==> config.mk <==
export PLATFORM = sky130hd
export DESIGN_NAME = frac_tick_div
export DESIGN_NICKNAME = d
export VERILOG_FILES = /design/src/rtl/fdiv_pkg.sv /design/src/rtl/fdiv_mod_counter.sv /design/src/rtl/fdiv_step_accum.sv /design/src/rtl/fdiv_frame_counter.sv /design/src/rtl/frac_tick_div.sv
export SDC_FILE = /design/constraint.sdc
export NUM_CORES = 1
export LEC_CHECK = 0
export CELL_PAD_IN_SITES_DETAIL_PLACEMENT = 1
export CELL_PAD_IN_SITES_GLOBAL_PLACEMENT = 1
export CORE_MARGIN = 3
export CORE_UTILIZATION = 43
export DETAILED_ROUTE_END_ITERATION = 8
export PLACE_DENSITY_LB_ADDON = 0.3
export SLEW_MARGIN = 5
export SYNTH_ARGS = -nofsm -noshare
export SYNTH_HDL_FRONTEND = slang
export SYNTH_HIERARCHICAL = 1
export SYNTH_SLANG_ARGS = --single-unit
==> constraint.sdc <==
create_clock -name clk_i -period 3.8 [get_ports clk_i]
set_input_delay 0.76 -clock clk_i [delete_from_list [all_inputs] [get_ports clk_i]]
set_output_delay 0.76 -clock clk_i [all_outputs]
set_load 0.005 [all_outputs]
==> src/rtl/fdiv_pkg.sv <==
package fdiv_pkg;

  // A period is long when adding the step carries past the frame length.
  function automatic logic is_long(int acc, int step, int frame);
    return (acc + step) >= frame;
  endfunction

  // Accumulator value after one period, kept modulo the frame length.
  function automatic int acc_next(int acc, int step, int frame);
    if (is_long(acc, step, frame)) begin
      return acc + step - frame;
    end
    return acc + step;
  endfunction

  // Terminal count of the modulus counter for the current period.
  function automatic int term_value(int short_div, logic long_sel);
    return long_sel ? short_div : short_div - 1;
  endfunction

endpackage

==> src/rtl/fdiv_mod_counter.sv <==
module fdiv_mod_counter #(
  parameter int SHORT_DIV = 6
) (
  input  logic clk_i,
  input  logic srst_i,
  input  logic long_sel_i,
  output logic terminal_o
);
  localparam int CNT_W = $clog2(SHORT_DIV + 1);

  logic [CNT_W-1:0] cnt_q;
  logic [CNT_W-1:0] limit;

  assign limit      = CNT_W'(fdiv_pkg::term_value(SHORT_DIV, long_sel_i));
  assign terminal_o = (cnt_q == limit);

  always_ff @(posedge clk_i) begin
    if (srst_i) begin
      cnt_q <= '0;
    end else if (terminal_o) begin
      cnt_q <= '0;
    end else begin
      cnt_q <= cnt_q + 1'b1;
    end
  end
endmodule

==> src/rtl/fdiv_step_accum.sv <==
module fdiv_step_accum #(
  parameter int FRAME_LEN      = 40,
  parameter int LONG_PER_FRAME = 6
) (
  input  logic                         clk_i,
  input  logic                         srst_i,
  input  logic                         advance_i,
  input  logic                         restart_i,
  output logic                         long_sel_o,
  output logic [$clog2(FRAME_LEN)-1:0] acc_step_o
);
  localparam int ACC_W = $clog2(FRAME_LEN);

  logic [ACC_W-1:0] acc_q;

  assign long_sel_o = fdiv_pkg::is_long(int'(acc_q), LONG_PER_FRAME, FRAME_LEN);
  assign acc_step_o = ACC_W'(fdiv_pkg::acc_next(int'(acc_q), LONG_PER_FRAME, FRAME_LEN));

  always_ff @(posedge clk_i) begin
    if (srst_i) begin
      acc_q <= '0;
    end else if (advance_i) begin
      acc_q <= restart_i ? '0 : acc_step_o;
    end
  end
endmodule

==> src/rtl/fdiv_frame_counter.sv <==
module fdiv_frame_counter #(
  parameter int FRAME_LEN = 40
) (
  input  logic clk_i,
  input  logic srst_i,
  input  logic advance_i,
  output logic frame_wrap_o
);
  localparam int FRM_W = $clog2(FRAME_LEN);
  localparam logic [FRM_W-1:0] LAST = FRM_W'(FRAME_LEN - 1);

  logic [FRM_W-1:0] frm_q;

  assign frame_wrap_o = advance_i && (frm_q == LAST);

  always_ff @(posedge clk_i) begin
    if (srst_i) begin
      frm_q <= '0;
    end else if (advance_i) begin
      frm_q <= frame_wrap_o ? '0 : frm_q + 1'b1;
    end
  end
endmodule

==> src/rtl/frac_tick_div.sv <==
module frac_tick_div #(
  parameter int SHORT_DIV      = 6,
  parameter int FRAME_LEN      = 40,
  parameter int LONG_PER_FRAME = 6
) (
  input  logic clk_i,
  input  logic srst_i,
  output logic tick_o
);
  localparam int ACC_W = $clog2(FRAME_LEN);

  // Named internal events, observed by the bound checker.
  logic             terminal;
  logic             long_sel;
  logic             frame_wrap;
  logic [ACC_W-1:0] acc_step;

  fdiv_mod_counter #(.SHORT_DIV(SHORT_DIV)) mod_cnt_i (
    .clk_i      (clk_i),
    .srst_i     (srst_i),
    .long_sel_i (long_sel),
    .terminal_o (terminal)
  );

  fdiv_step_accum #(
    .FRAME_LEN      (FRAME_LEN),
    .LONG_PER_FRAME (LONG_PER_FRAME)
  ) accum_i (
    .clk_i      (clk_i),
    .srst_i     (srst_i),
    .advance_i  (terminal),
    .restart_i  (frame_wrap),
    .long_sel_o (long_sel),
    .acc_step_o (acc_step)
  );

  fdiv_frame_counter #(.FRAME_LEN(FRAME_LEN)) frame_i (
    .clk_i        (clk_i),
    .srst_i       (srst_i),
    .advance_i    (terminal),
    .frame_wrap_o (frame_wrap)
  );

  assign tick_o = terminal && !srst_i;
endmodule

==> flow_metrics.py <==
metrics = {
    "status": {
        "status": "finished clean",
    },
    "logic_synthesis": {
        "synth_area_sq_um": 847.1,
        "syn_nets": 94,
        "syn_inst": 88,
        "yosys_warnings": 6,
        "syn_area_per_cell_sq_um": 9.626,
    },
    "floorplanning": {
        "start_util": 0.4701,
        "core_region_area_sq_um": 1802,
        "ios": 3,
        "rows": 15,
        "die_x_microns": 50.39,
        "die_area_sq_um": 2539,
        "die_h_microns": 50.39,
    },
    "setup_path": {
        "cp-start-kind": "register",
        "slowest_delay_ns": 0.44,
        "critPathMostFrequentCell": "buf_4",
        "required_ns": 3.04,
        "crit_slowest_cell": "clkdlybuf4s50_1",
        "crit_path_cell_trace": "inv_2 > ha_4 > xor2_2 > buf_4 > buf_4 > buf_4 > nor2_2 > and2_1 > nand2b_4 > and4bb_4 > or2_4 > nor2b_4 > clkdlybuf4s50_1",
        "cp.buffers_inverters": 5,
        "cp_max_fo": 3,
        "cp.arrival_ns": 2.96,
        "critical_path.top_delay_family": "simple AND/OR/NAND/NOR gates",
        "endpoint_kind": "output pin",
        "crit_type": "register to output pin",
    },
    "global_routing": {
        "antenna_found_initial": 0,
        "grtUsageTotal": 0.1653,
        "grt_max_degree": 18,
        "gr-total-overflow": 0,
        "grt_pass1_vias": 710,
        "grt_first_pass_wirelength_mm": 3.111,
    },
    "timing": {
        "setup_ws_ns": 0.07554,
        "timing.hold.ws_ns": 0.4922,
        "min_period_ns": 3.724,
        "max-slew-margin-rel": 0.7360,
        "final-setup-viol-count": 0,
        "maxSlewViolCount": 0,
        "finalHoldViolations": 0,
        "fin_skew_ns": 0.0009199,
        "worst_pin_slew_ns": 0.3960,
        "finalSetupTns_ns": 0,
        "final.period_utilization": 0.9801,
        "fmax_ghz": 0.2685,
    },
    "drt": {
        "vias": 687,
        "ant_nets": 0,
        "dr.pass1.iters": 3,
        "drc": 0,
        "wl_mm": 1.915,
        "drt-initial-drc-count": 4,
        "vias_per_cell": 5.409,
        "wire_per_inst_microns": 15.08,
    },
    "pwr": {
        "p_switching_mw": 0.06931,
        "peakVddDrop_mv": 0.2570,
        "seq_power_share": 0.526,
        "combPwrFrac": 0.089,
        "swShare": 0.2381,
        "power_density_nw_per_um2": 273.4,
        "leakage_nw": 0.3649,
        "clkPwrFrac": 0.385,
        "internal-power_mw": 0.2218,
    },
    "clock_network": {
        "cts_tree": "built",
        "max-clock-path-buffers": 2,
        "ctsHoldBuffers": 0,
        "clock_sinks": 14,
        "cts_made_buffers": 3,
        "clockRootBuffer": "clkbuf_4",
        "htreeDepth": 1,
        "cts.clk_slew.worst_paths_ns": 0.09,
        "clock_latency_ns": 0.29,
    },
    "finish": {
        "nFillCells": 208,
        "syn2layout_area_growth_pct": 25.70,
        "finalNetCount": 109,
        "final_cells": 127,
        "diodes": 0,
        "fin_util": 0.5910,
        "drive_gt1_frac": 0.3922,
    },
    "place": {
        "port_buffers": 2,
        "globalplace.congestion": 0.8904,
        "placed_cells": 119,
        "dp_hpwl_mm": 1.253,
        "dp_slack_ns": 0.1994,
    },
    "flow_run": {
        "maxCapViolations": 0,
    },
    "hold_path": {
        "min_path_type": "register to register",
    },
}
worst register-to-register path, cell delays in order (launching register included):
cell and delay (ns):
dfxtp_4 0.38, inv_2 0.06, ha_4 0.16, xor2_2 0.15
buf_4 0.13, buf_4 0.12, buf_4 0.13, nor2_2 0.14
and2_1 0.19, nand2b_4 0.15, and4bb_4 0.24, or2_4 0.25
buf_4 0.19, nand3_1 0.10, nor4b_2 0.05, buf_4 0.16
nand2b_1 0.17, or4_1 0.41, a31oi_1 0.14
power by group through the flow:
stage	Clock, mW	Combinational, mW	Sequential [mW]
6_report	0.112	0.0260	0.153
3_5_place_dp	0	0.0225	0.157
5_1_grt	0.120	0.0296	0.154
2_1_floorplan	0	0.0138	0.156
3_3_place_gp	0	0.0215	0.157
4_1_cts	0.115	0.0241	0.154
layer usage:
layer,share of wire,global-route usage,up-vias
met4,0.012,0.06726,0
met2,0.52,0.2674,4
li1,-,-,350
met5,0,0,-
met3,0.021,0.04451,2
met1,0.45,0.2066,331
sequential cells by signal (all words and copies together), names as in the netlist:
| register | cells |
|---|---|
| mod_cnt_i/cnt_q | 3 |
| frame_i/frm_q | 6 |
| accum_i/acc_q | 5 |
through the flow:
stage | instance area (sq um) | power (mW)
finish | 1065 | 0.2911
global route | 1065 | 0.3030
CTS | 993.5 | 0.2930
detailed placement | 928.4 | 0.1794
global placement | 928.4 | 0.1781
floorplan | 847.1 | 0.1699
what timing repair did:
action / 4_1_cts / 5_1_grt
setup endpoints to repair: 1 / 1
pin swaps: 1 / 5
gates resized for setup: 7 / 12
buffers inserted: 1 / 3
layout make-up:
cell class,count,area [sq um],share of cell area
tap,25,31.28,0.02938
clock buffer,4,36.28,0.03408
inverter,3,11.26,0.01058
timing repair buffer,11,87.58,0.08226
sequential,14,287.8,0.2703
multi-input combinational,70,610.6,0.5734
cell usage in the layout, fill, tap and decap left out, types with 2 or more instances in the layout:
| cell | n |
|---|---|
| dfxtp_1 | 12 |
| buf_4 | 9 |
| nor2_1 | 7 |
| nand2b_1 | 4 |
| nand3_1 | 3 |
| a21oi_1 | 3 |
| nor3_1 | 3 |
| mux2i_1 | 3 |
| xnor2_1 | 3 |
| clkbuf_4 | 3 |
| xor2_2 | 2 |
| inv_2 | 2 |
| and2_1 | 2 |
| nor2b_1 | 2 |
| nand2_1 | 2 |
| or3b_2 | 2 |
| dfxtp_4 | 2 |
| nor4b_2 | 2 |
| xor2_1 | 2 |
| ha_1 | 2 |
| clkdlybuf4s50_1 | 2 |
path summary, 6_finish.rpt:
path / startpoint / to / slack (ns) / cells past startpoint
min reg2reg: mod_cnt_i/cnt_q[0] / mod_cnt_i/cnt_q[0] / 0.49 / 1
min: mod_cnt_i/cnt_q[0] / mod_cnt_i/cnt_q[0] / 0.49 / 1
max reg2reg: accum_i/acc_q[1] / accum_i/acc_q[4] / 0.39 / 18
max: accum_i/acc_q[1] / tick_o / 0.08 / 13
(Power assumes the default switching activity.)
